==> src/rtl/dbg_id_gate_pkg.sv <==
package dbg_id_gate_pkg;
  parameter int ID_BYTES = 10;
  parameter int BYTE_W   = 8;
  localparam int ID_W    = ID_BYTES * BYTE_W;
  localparam int IDX_W   = $clog2(ID_BYTES);
  localparam int KILL_BIT = ID_W - 1;

  typedef struct packed {
    logic             capture;
    logic             finalByte;
    logic [IDX_W-1:0] slot;
    logic             grant;
  } ctrlStrobes_t;
endpackage

==> src/rtl/dbg_id_ctrl.sv <==
module dbg_id_ctrl
  import dbg_id_gate_pkg::*;
(
  input  logic         clk,
  input  logic         rstN,
  input  logic         idStrobe,
  input  logic         matchNow,
  input  logic         refDisBit,
  output ctrlStrobes_t strb,
  output logic         unlocked,
  output logic         permDisabled
);
  localparam logic [IDX_W-1:0] LAST_SLOT = IDX_W'(ID_BYTES - 1);

  logic [IDX_W-1:0] slotCnt;

  always_comb begin
    strb.capture   = idStrobe && !unlocked && !permDisabled && refDisBit;
    strb.slot      = slotCnt;
    strb.finalByte = strb.capture && (slotCnt == LAST_SLOT);
    strb.grant     = unlocked;
  end

  always_ff @(posedge clk) begin
    if (!rstN) begin
      slotCnt      <= '0;
      unlocked     <= 1'b0;
      permDisabled <= 1'b0;
    end else begin
      if (!refDisBit) permDisabled <= 1'b1;
      if (strb.capture) begin
        if (strb.finalByte) begin
          slotCnt <= '0;
          if (matchNow) unlocked <= 1'b1;
        end else begin
          slotCnt <= slotCnt + 1'b1;
        end
      end
    end
  end


  unlock_sticky_chk: assert property (@(posedge clk) disable iff (!rstN)
    unlocked |=> unlocked);


  unlock_on_final_chk: assert property (@(posedge clk) disable iff (!rstN)
    $rose(unlocked) |-> $past(strb.finalByte && matchNow));


  no_unlock_killed_chk: assert property (@(posedge clk) disable iff (!rstN)
    $rose(unlocked) |-> $past(refDisBit));


  kill_sticky_chk: assert property (@(posedge clk) disable iff (!rstN)
    permDisabled |=> permDisabled);
endmodule

==> src/rtl/dbg_id_datapath.sv <==
module dbg_id_datapath
  import dbg_id_gate_pkg::*;
#(
  parameter int DATA_W = 32
) (
  input  logic              clk,
  input  logic              rstN,
  input  ctrlStrobes_t      strb,
  input  logic [BYTE_W-1:0] idByte,
  input  logic [ID_W-1:0]   refId,
  input  logic              rdReq,
  input  logic [DATA_W-1:0] rdDataIn,
  output logic              matchNow,
  output logic [DATA_W-1:0] rdDataOut,
  output logic              accessErr
);
  localparam int HELD_N = ID_BYTES - 1;

  logic [BYTE_W-1:0] heldByte [HELD_N];
  logic [ID_BYTES-1:0] byteEq;

  for (genvar i = 0; i < HELD_N; i++) begin : g_slot
    always_ff @(posedge clk) begin
      if (!rstN) heldByte[i] <= '0;
      else if (strb.capture && strb.slot == IDX_W'(i)) heldByte[i] <= idByte;
    end
    assign byteEq[i] = (heldByte[i] == refId[i*BYTE_W +: BYTE_W]);
  end

  assign byteEq[HELD_N] = (idByte == refId[HELD_N*BYTE_W +: BYTE_W]);
  assign matchNow = &byteEq;

  always_ff @(posedge clk) begin
    if (!rstN) begin
      rdDataOut <= '0;
      accessErr <= 1'b0;
    end else if (rdReq && strb.grant) begin
      rdDataOut <= rdDataIn;
      accessErr <= 1'b0;
    end else begin
      rdDataOut <= '0;
      accessErr <= rdReq;
    end
  end


  locked_read_err_chk: assert property (@(posedge clk) disable iff (!rstN)
    (rdReq && !strb.grant) |=> (accessErr && rdDataOut == '0));


  open_read_data_chk: assert property (@(posedge clk) disable iff (!rstN)
    (rdReq && strb.grant) |=> (!accessErr && rdDataOut == $past(rdDataIn)));


  err_needs_req_chk: assert property (@(posedge clk) disable iff (!rstN)
    accessErr |-> $past(rdReq));
endmodule

==> src/rtl/dbg_id_gate.sv <==
module dbg_id_gate
  import dbg_id_gate_pkg::*;
#(
  parameter int DATA_W = 32
) (
  input  logic              clk,
  input  logic              rstN,
  input  logic [ID_W-1:0]   refId,
  input  logic [BYTE_W-1:0] idByte,
  input  logic              idStrobe,
  input  logic              rdReq,
  input  logic [DATA_W-1:0] rdDataIn,
  output logic [DATA_W-1:0] rdDataOut,
  output logic              accessErr,
  output logic              unlocked,
  output logic              permDisabled,
  output logic              accessEn
);
  ctrlStrobes_t strb;
  logic matchNow;

  dbg_id_ctrl u_ctrl (
    .clk(clk), .rstN(rstN), .idStrobe(idStrobe), .matchNow(matchNow),
    .refDisBit(refId[KILL_BIT]), .strb(strb), .unlocked(unlocked),
    .permDisabled(permDisabled)
  );

  dbg_id_datapath #(.DATA_W(DATA_W)) u_dp (
    .clk(clk), .rstN(rstN), .strb(strb), .idByte(idByte), .refId(refId),
    .rdReq(rdReq), .rdDataIn(rdDataIn), .matchNow(matchNow),
    .rdDataOut(rdDataOut), .accessErr(accessErr)
  );

  assign accessEn = unlocked;


  reset_closed_chk: assert property (@(posedge clk)
    !rstN |=> (!unlocked && !accessEn && !accessErr));
endmodule

==> config.mk <==
export PLATFORM = sky130hd
export DESIGN_NAME = dbg_id_gate
export DESIGN_NICKNAME = d
export VERILOG_FILES = /design/src/rtl/dbg_id_gate_pkg.sv /design/src/rtl/dbg_id_ctrl.sv /design/src/rtl/dbg_id_datapath.sv /design/src/rtl/dbg_id_gate.sv
export SDC_FILE = /design/constraint.sdc
export NUM_CORES = 1
export LEC_CHECK = 0
export BUFFER_PORTS_ARGS = -buffer_cell sky130_fd_sc_hd__buf_2
export CORE_ASPECT_RATIO = 2
export CORE_MARGIN = 1.5
export CORE_UTILIZATION = 40
export CTS_BUF_LIST = sky130_fd_sc_hd__clkbuf_8 sky130_fd_sc_hd__clkbuf_16
export DETAILED_ROUTE_END_ITERATION = 10
export GPL_ROUTABILITY_DRIVEN = 0
export PLACE_DENSITY = 0.65
export RECOVER_POWER = 25
export SYNTH_ARGS = -nofsm -noshare
export SYNTH_HDL_FRONTEND = slang
export SYNTH_SLANG_ARGS = --single-unit
==> constraint.sdc <==
create_clock -name clk -period 3.5 [get_ports clk]
set_input_delay 0.175 -clock clk [delete_from_list [all_inputs] [get_ports clk]]
set_output_delay 0.175 -clock clk [all_outputs]
set_load 0.03 [all_outputs]
==> results.sh, run 1 <==
export IMPL_path_cells="and4bb_1 -> nand2_1 -> o21ai_0"
export IMPL_hold_buffers=0
export IMPL_post_cts_buffers=0
export IMPL_synthCells=392
export IMPL_fin_crit_ns=2.55
export IMPL_relSlewSlack=0.0564
export IMPL_cts_made_buffers=9
export IMPL_total_power_w=0.00269
export IMPL_dr_pass1_iters=4
export IMPL_drive_gt1_frac=0.292
export IMPL_synth_cell_types=30
export IMPL_die_x_um=81.3
export IMPL_cp_top_family="compound AO/OA/AOI/OAI gates"
export IMPL_die_height_um=160
export IMPL_crit_type="reg -> reg"
export IMPL_cts_buffer_depth=2
export IMPL_instances_no_fill=706
export IMPL_grt_pass1_vias=3516
export IMPL_skew_ns=0.00678
export IMPL_layout_nets=682
export IMPL_endpoint_kind="register"
export IMPL_drc_errors=0
export IMPL_synth_nets=520
export IMPL_num_rows=57
export IMPL_fillers=1112
export IMPL_totalWireLength_mm=12.6
export IMPL_cts_resized=0
export IMPL_vias_per_cell=4.81
export IMPL_peakVddDrop_v=0.000232
export IMPL_cp_max_fo=11
export IMPL_ff_latch_area_um2=2940
export IMPL_syn_area_um2=4910
export IMPL_min_period_over_period=0.730
export IMPL_root_buffer="clkbuf_16"
export IMPL_setup_tns_ns=0
export IMPL_p_leak_nw=2.58
export IMPL_n_antenna_cell=0
export IMPL_htree_levels=3
export IMPL_grt_pass1_wl_mm=18.5
export IMPL_antenna_found_initial=1
export IMPL_clk_pin_slew_worst_paths_ns=0.08
export IMPL_crit_required_ns=3.45
export IMPL_numPortBuffers=159
export IMPL_syn_area_per_cell_um2=12.5
export IMPL_power_density_nw_per_um2=441
export IMPL_insertion_delay_ns=0.35
export IMPL_rsz0062_at_grt="false"
export IMPL_grt_use_total=0.202
export IMPL_start_util=0.407
export IMPL_grt_ovfl_total=0
export IMPL_drv_cap=0
export IMPL_num_vias=3396
export IMPL_outcome="complete, no violations"
export IMPL_hp_class="in -> reg"
export IMPL_grt_start_max_net_pins=33
export IMPL_hold_viol_final=0
export IMPL_critPathArrivalTime_ns=2.51
export IMPL_pin_count=160
export IMPL_max_stage_delay_ns=1.10
export IMPL_placed_cells=690
export IMPL_setup_violations=0
export IMPL_seq_area_frac_synth=0.600
export IMPL_slowest_stage="o21ai_0"
export IMPL_max_freq_ghz=0.392
export IMPL_crit_buf_inv=0
export IMPL_coreArea_um2=12100
export IMPL_worst_slew_pin_transition_ns=1.40
export IMPL_post_dp_hpwl_mm=9.77
export IMPL_cts_tree="yes"
export IMPL_post_drt_wl_per_cell_um=17.8
export IMPL_ant_nets=0
export IMPL_synth_seq_cells=111
export IMPL_areaGrowthSynthToFinish_pct=24.4
export IMPL_drtIter0Drc=161
export IMPL_yosysWarnings=0
export IMPL_die_area_um2=13000
export IMPL_cp_start_kind="register"
export IMPL_synthTopCellsByArea="edfxtp_1, dfxtp_1, xor2_1, and2_1, nor4_1"
export IMPL_yosys_area_top_type="edfxtp_1"
export IMPL_multi_input_area_um2=1860
export IMPL_synth_top_area_share=0.440
export IMPL_drv_slew=0
export IMPL_clock_sinks=111
-- final cells by class --
cell class | count | share of cell area
clock buffers | 10 | 0.0410
clock inverters | 6 | 0.00942
inverters | 4 | 0.00246
multi-input cells | 263 | 0.305
flip-flops and latches | 111 | 0.482
well taps | 147 | 0.0301
repair buffers | 165 | 0.130
-- power by group --
group          switching (W)  internal, W  leakage, nW  total [W]
combinational       0.000124     0.000102         1.37   0.000226
clock               0.000482     0.000542        0.152    0.00102
sequential         0.0000177      0.00142         1.06    0.00144
total               0.000624      0.00207         2.58    0.00269
-- registers in the layout (all words and copies together), names as in the netlist --
signal	flops
u_ctrl.permDisabled	1
u_ctrl.slotCnt	4
u_ctrl.unlocked	1
u_dp.accessErr	1
u_dp.heldByte	72
u_dp.rdDataOut	32
-- placed cells by master (no fill, tap or decap), types with 2 or more instances in the layout --
| master | Yosys | layout |
|---|---|---|
| or4_1 | 2 | 2 |
| buf_4 | 1 | 6 |
| nor4_2 | 2 | 2 |
| xor2_1 | 71 | 71 |
| o21ai_0 | 8 | 7 |
| nand2b_1 | 2 | 2 |
| inv_6 | 0 | 3 |
| or2_2 | 3 | 3 |
| nor2_1 | 13 | 13 |
| inv_1 | 4 | 4 |
| clkbuf_16 | 0 | 10 |
| nand2_1 | 9 | 9 |
| and2_1 | 95 | 95 |
| nand3_1 | 4 | 4 |
| o21ai_1 | 1 | 2 |
| a21oi_1 | 2 | 2 |
| xnor2_1 | 8 | 8 |
| nor4_1 | 16 | 16 |
| dfxtp_1 | 39 | 39 |
| clkbuf_1 | 7 | 36 |
| nand4_1 | 7 | 7 |
| xor2_2 | 3 | 3 |
| ha_1 | 4 | 4 |
| buf_2 | 1 | 123 |
| and2_2 | 9 | 9 |
| edfxtp_1 | 72 | 72 |
-- metal layers --
| metal | global-route usage | vias up | routed length, um |
|---|---|---|---|
| met5 | 0 | - | 0 |
| met4 | 0.0831 | 0 | 365 |
| met3 | 0.0320 | 20 | 650 |
| met2 | 0.402 | 140 | 7500 |
| met1 | 0.188 | 1598 | 4040 |
| li1 | - | 1638 | - |
-- cells in the mapped netlist (all sizes together) --
library cell	count
nor4	18
and3	1
o21ai	9
nand2b	2
nor2b	1
xor2	74
a21oi	2
inv	4
xnor2	8
and4bb	1
and2	104
clkbuf	8
dfxtp	39
ha	4
nand4	7
or2	3
or4	2
nand2	9
nand3	4
buf	6
mux2	1
edfxtp	72
nor2	13
-- metrics by stage --
stage                     area (um^2)  setup slack [ns]  hold slack (ns)  utilization
after floorplan                  4910              1.40            0.271            -
after global placement           5840             0.929            0.375        0.484
after detailed placement         5840              1.03            0.378        0.485
after CTS                        6150              1.02          0.00519        0.510
after global routing             6110             0.868           0.0106        0.507
final                            6110             0.946           0.0185        0.507
-- cells by family after synthesis --
family / Yosys count / share of synthesized area
mux: 1 / 0.00229
xor+xnor: 82 / 0.151
fa+ha+maj: 4 / 0.0102
compound gates: 11 / 0.0112
flops: 111 / 0.600
buf+inv: 18 / 0.0212
simple gates: 165 / 0.205
-- worst reg2reg max path: stages, from the launching register on --
cell and delay [ns]:
dfxtp_1 0.38, and4bb_1 0.50, nand2_1 0.19, o21ai_0 1.11
-- path summary, 6_finish.rpt --
| kind | startpoint | end | slack, ns | depth (start not counted) |
|---|---|---|---|---|
| worst max-delay path | u_ctrl.unlocked | u_dp.heldByte[7][0] | 0.95 | 3 |
| worst max register to register | u_ctrl.unlocked | u_dp.heldByte[7][0] | 0.95 | 3 |
| worst min-delay path | rdDataIn[8] | u_dp.rdDataOut[8] | 0.02 | 2 |
| worst min register to register | u_ctrl.permDisabled | u_ctrl.permDisabled | 0.48 | 2 |
Note: power is estimated with default switching activity, not from simulation.
==> inputs of run 2 (changes only) <==
- ABC_AREA: unset -> 1
- PLACE_DENSITY: 0.65 -> 0.67
- clock period: 3.5 -> 2.3 ns (I/O delays scaled with it)
==> results.sh, run 2 <==
export IMPL_htree_levels=3
export IMPL_syn_area_um2=5510
export IMPL_peakVddDrop_v=0.000387
export IMPL_drive_gt1_frac=0.197
export IMPL_synth_cell_types=32
export IMPL_totalWireLength_mm=14.0
export IMPL_ant_nets=0
export IMPL_cts_made_buffers=9
export IMPL_crit_required_ns=2.35
export IMPL_stdcell_area_um2=7140
export IMPL_dr_pass1_iters=4
export IMPL_insertion_delay_ns=0.35
export IMPL_path_cells="nor2_4 -> nand3_4 -> clkinv_2 -> nand2_1 -> inv_2 -> nand2_1 -> o21ai_1 -> buf_4"
export IMPL_outcome="complete, no violations"
export IMPL_yosysWarnings=0
export IMPL_clock_sinks=111
export IMPL_layout_nets=1025
export IMPL_die_area_um2=14500
export IMPL_rsz0062_at_grt="false"
export IMPL_total_power_w=0.00435
export IMPL_max_freq_ghz=0.552
export IMPL_synth_top_area_share=0.393
export IMPL_reg_top3="u_dp.heldByte: 72 flops, u_dp.rdDataOut: 32 flops, u_ctrl.slotCnt: 4 flops"
export IMPL_relSlewSlack=0.106
export IMPL_setup_violations=0
export IMPL_largest_reg_flops=72
export IMPL_max_stage_delay_ns=0.33
export IMPL_grt_use_total=0.198
export IMPL_synthTopCellsByArea="edfxtp_1, dfxtp_1, nor2_1, nand2_1, inv_1"
export IMPL_cp_top_family="buffers and inverters"
export IMPL_num_vias=4695
export IMPL_min_period_over_period=0.787
export IMPL_hp_class="in -> reg"
export IMPL_numPortBuffers=159
export IMPL_num_rows=60
export IMPL_die_x_um=86.0
export IMPL_n_antenna_cell=0
export IMPL_final_common_cell="nor2_1"
export IMPL_grt_ovfl_total=0
export IMPL_seq_area_frac_synth=0.535
export IMPL_start_util=0.410
export IMPL_vias_per_cell=4.44
export IMPL_slowest_stage="dfxtp_1"
export IMPL_synthTopCellsByCount="nor2_1, nand2_1, inv_1, edfxtp_1, dfxtp_1"
export IMPL_yosys_cell_count_top_type="nor2_1"
export IMPL_worst_slew_pin_transition_ns=1.34
export IMPL_skew_ns=0.0114
export IMPL_final_cell_mix="nor2_1, nand2_1, inv_1, buf_2, edfxtp_1"
export IMPL_syn_area_per_cell_um2=7.97
export IMPL_clk_pin_slew_worst_paths_ns=0.07
export IMPL_drc_errors=0
export IMPL_post_cts_buffers=0
export IMPL_root_buffer="clkbuf_16"
export IMPL_cts_buffer_depth=2
export IMPL_yosys_area_top_type="edfxtp_1"
export IMPL_cp_start_kind="register"
export IMPL_synth_seq_cells=111
export IMPL_crit_buf_inv=3
export IMPL_fin_crit_ns=1.81
export IMPL_power_density_nw_per_um2=610
export IMPL_synth_ff_type="edfxtp_1"
export IMPL_setup_tns_ns=0
export IMPL_grt_pass1_vias=4445
export IMPL_antenna_found_initial=0
export IMPL_crit_path_frequent_cell="nand2_1"
export IMPL_hold_viol_final=0
export IMPL_grt_pass1_wl_mm=21.4
export IMPL_top_register="u_dp.heldByte"
export IMPL_critPathArrivalTime_ns=1.86
export IMPL_synth_edf_count=72
export IMPL_p_leak_nw=3.62
export IMPL_pin_count=160
export IMPL_cts_resized=0
export IMPL_drv_cap=0
export IMPL_synth_nets=819
export IMPL_synthCells=691
export IMPL_drv_slew=0
export IMPL_coreArea_um2=13400
export IMPL_cp_max_fo=13
export IMPL_async_flop_share=0
export IMPL_dpl_cell_area_um2=6520
export IMPL_die_height_um=169
export IMPL_crit_type="reg -> reg"
export IMPL_post_drt_wl_per_cell_um=13.2
export IMPL_drtIter0Drc=304
export IMPL_cts_tree="yes"
export IMPL_areaGrowthSynthToFinish_pct=29.7
export IMPL_endpoint_kind="register"
export IMPL_grt_start_max_net_pins=33
export IMPL_post_dp_hpwl_mm=10.8
==> run 2: cell type report <==
cell class | instances | area [um^2]
fill | 1246 | 6300
sequential | 111 | 2940
clock inverter | 4 | 36.3
clock buffer | 12 | 300
timing repair buffer | 202 | 1150
inverter | 142 | 534
tap | 155 | 194
multi-input combinational | 431 | 1980
==> run 2: cell families (layout without fill, tap and decap cells) <==
family                   after synthesis  in the layout  synth area share
adder cells (fa/ha/maj)                4              4           0.00909
AND/OR/NAND/NOR                      390            390             0.300
buffers and inverters                149            360             0.106
flip-flops                           111            111             0.535
AO/OA/AOI/OAI                         15             15            0.0148
XOR/XNOR                              22             22            0.0350
==> run 2: tightest hold or removal path: stages <==
cell,delay [ns]
buf_2,0.11
inv_2,0.08
nor2_4,0.05
nor2_1,0.08
==> run 2: power breakdown <==
group / internal [W] / total [W] / switching, W
combinational: 0.000218 / 0.000479 / 0.000261
sequential: 0.00217 / 0.00221 / 0.0000359
clock: 0.000947 / 0.00167 / 0.000722
==> run 2: timing repair <==
| item | CTS | global route |
|---|---|---|
| setup endpoints to repair | 0 | 0 |
| hold buffers | 33 | 0 |
| hold endpoints to repair | 33 | 0 |
==> run 2: path summary, 6_finish.rpt <==
path                       startpoint             endpoint  slack (ns)  cells after the start
setup / recovery  u_ctrl.permDisabled  u_dp.heldByte[3][3]        0.49                      8
hold / removal              refId[79]  u_ctrl.permDisabled        0.14                      4
setup reg to reg  u_ctrl.permDisabled  u_dp.heldByte[3][3]        0.49                      8
hold reg to reg       u_ctrl.unlocked       u_dp.accessErr        0.49                      1
==> run 2: per-layer routing <==
metal  vias up  wire [um]  global-route usage
met1      2055       4750               0.186
met3        26        731              0.0322
met2       149       7820               0.383
li1       2465          -                   -
met4         0        677               0.122
met5         -          0                   0
==> run 2: per-stage QoR <==
| step | hold slack [ns] | setup slack (ns) | utilization | std cells |
|---|---|---|---|---|
| finish | 0.140 | 0.489 | 0.531 | 1057 |
| global route | 0.145 | 0.337 | 0.531 | 1057 |
| CTS | 0.140 | 0.468 | 0.535 | 1057 |
| detailed placement | 0.333 | 0.481 | 0.485 | 1008 |
| global placement | 0.327 | 0.539 | 0.485 | 1008 |
| floorplan | 0.227 | 0.358 | - | 691 |
==> inputs of run 3 (changes only) <==
- PLACE_DENSITY: 0.67 -> unset
- clock period: 2.3 -> 1.7 ns (I/O delays scaled with it)
==> results.sh, run 3 (same netlist as run 2, synthesis figures left out) <==
export IMPL_crit_buf_inv=2
export IMPL_min_from="refId[79]"
export IMPL_drive_gt1_frac=0.205
export IMPL_cp_max_fo=8
export IMPL_fin_crit_ns=1.60
export IMPL_post_drt_wl_per_cell_um=13.8
export IMPL_worst_slew_pin_transition_ns=0.621
export IMPL_start_util=0.410
export IMPL_drc_errors=0
export IMPL_drtIter0Drc=209
export IMPL_setup_violations=0
export IMPL_root_buffer="clkbuf_16"
export IMPL_clock_sinks=111
export IMPL_r2r_end="u_dp.heldByte[3][2]"
export IMPL_drv_slew=0
export IMPL_cp_start_kind="register"
export IMPL_n_antenna_cell=0
export IMPL_hold_viol_final=0
export IMPL_cts_resized=0
export IMPL_numPortBuffers=159
export IMPL_power_density_nw_per_um2=796
export IMPL_cts_buffer_depth=2
export IMPL_cts_tree="yes"
export IMPL_max_stage_delay_ns=0.37
export IMPL_max_freq_ghz=0.626
export IMPL_grt_start_max_net_pins=33
export IMPL_holdPathStages=4
export IMPL_final_cell_mix="nor2_1, nand2_1, inv_1, buf_2, edfxtp_1"
export IMPL_cp_top_family="simple AND/OR/NAND/NOR gates"
export IMPL_insertion_delay_ns=0.35
export IMPL_num_vias=4725
export IMPL_totalWireLength_mm=14.6
export IMPL_outcome="complete, no violations"
export IMPL_cts_made_buffers=9
export IMPL_num_rows=60
export IMPL_p_leak_nw=3.65
export IMPL_grt_use_total=0.209
export IMPL_r2r_cells=7
export IMPL_slowest_stage="o21ai_2"
export IMPL_dr_pass1_iters=4
export IMPL_crit_required_ns=1.70
export IMPL_pin_count=160
export IMPL_hold_ws_ns=0.0826
export IMPL_final_common_cell="nor2_1"
export IMPL_grt_pass1_vias=4680
export IMPL_skew_ns=0.0104
export IMPL_total_power_w=0.00571
export IMPL_antenna_found_initial=0
export IMPL_crit_path_frequent_cell="nand2_1"
export IMPL_top_register="u_dp.heldByte"
export IMPL_die_height_um=169
export IMPL_rsz0062_at_grt="false"
export IMPL_placed_cells=1013
export IMPL_instances_no_fill=1063
export IMPL_path_cells="nor2_4 -> nand3_4 -> clkinv_2 -> nand2_1 -> inv_2 -> nand2_1 -> o21ai_2"
export IMPL_htree_levels=3
export IMPL_areaGrowthSynthToFinish_pct=30.3
export IMPL_drv_cap=0
export IMPL_endpoint_kind="register"
export IMPL_setup_tns_ns=0
export IMPL_ant_nets=0
export IMPL_grt_ovfl_total=0
export IMPL_relSlewSlack=0.586
export IMPL_min_period_over_period=0.939
export IMPL_die_area_um2=14500
export IMPL_layout_nets=1031
export IMPL_grt_pass1_wl_mm=22.7
export IMPL_post_dp_hpwl_mm=11.3
export IMPL_timing_rr_start="u_ctrl.permDisabled"
export IMPL_reg_top3="u_dp.heldByte: 72 flops, u_dp.rdDataOut: 32 flops, u_ctrl.slotCnt: 4 flops"
export IMPL_crit_type="reg -> reg"
export IMPL_coreArea_um2=13400
export IMPL_startpoint="u_ctrl.permDisabled"
export IMPL_clk_pin_slew_worst_paths_ns=0.07
export IMPL_largest_reg_flops=72
export IMPL_vias_per_cell=4.44
export IMPL_hp_class="in -> reg"
export IMPL_fillers=1264
export IMPL_die_x_um=86.0
export IMPL_critPathArrivalTime_ns=1.60
export IMPL_hold_path_end="u_ctrl.permDisabled"
export IMPL_reg2reg_slack_ns=0.10
export IMPL_peakVddDrop_v=0.000555
==> run 3: repair_timing <==
action,4_1_cts,5_1_grt
hold buffers,33,0
setup buffers,0,1
hold endpoints to repair,33,0
endpoints found under the setup margin,0,8
==> run 3: per-stage QoR <==
stage / cell area (um^2) / utilization / setup WS [ns]
3_3_place_gp: 6580 / 0.489 / 0.115
6_report: 7170 / 0.534 / 0.104
4_1_cts: 7200 / 0.536 / 0.0665
5_1_grt: 7170 / 0.534 / 0.0164
3_5_place_dp: 6580 / 0.489 / 0.0851
2_1_floorplan: 5520 / - / 0.00355
==> run 3: worst max path at each step <==
stage / endpoint / slack, ns / depth (start not counted)
2_1_floorplan: u_dp.heldByte[5][0] / 0.004 / 4
3_3_place_gp: u_dp.heldByte[5][2] / 0.11 / 5
3_5_place_dp: u_dp.heldByte[1][7] / 0.09 / 4
4_1_cts: u_dp.heldByte[3][2] / 0.07 / 7
5_1_grt: u_ctrl.unlocked / 0.02 / 8
6_report: u_dp.heldByte[3][2] / 0.10 / 7
==> run 3: report_power, final <==
part,internal (W),switching (W),leakage (nW)
combinational,0.000307,0.000370,2.44
sequential,0.00294,0.0000461,1.06
clock,0.00109,0.000966,0.146
==> run 3: routing by layer <==
layer | vias up | share of wire | track usage
met5 | - | 0 | 0
li1 | 2478 | - | -
met1 | 2089 | 0.35 | 0.199
met4 | 0 | 0.028 | 0.0799
met2 | 130 | 0.58 | 0.421
met3 | 28 | 0.045 | 0.0419
==> run 3: cell type report <==
| type | instances | area (um^2) | area share |
|---|---|---|---|
| clock buffers | 10 | 250 | 0.0349 |
| clock inverters | 6 | 43.8 | 0.00610 |
| inverters | 142 | 534 | 0.0745 |
| multi-input cells | 431 | 2000 | 0.278 |
| flip-flops and latches | 111 | 2940 | 0.410 |
| well taps | 155 | 194 | 0.0270 |
| repair buffers | 208 | 1210 | 0.169 |
==> run 3: worst reg2reg max path, cell delays in order (launching register included) <==
cell	delay (ns)
dfxtp_1	0.34
nor2_4	0.16
nand3_4	0.08
clkinv_2	0.05
nand2_1	0.08
inv_2	0.09
nand2_1	0.07
o21ai_2	0.37
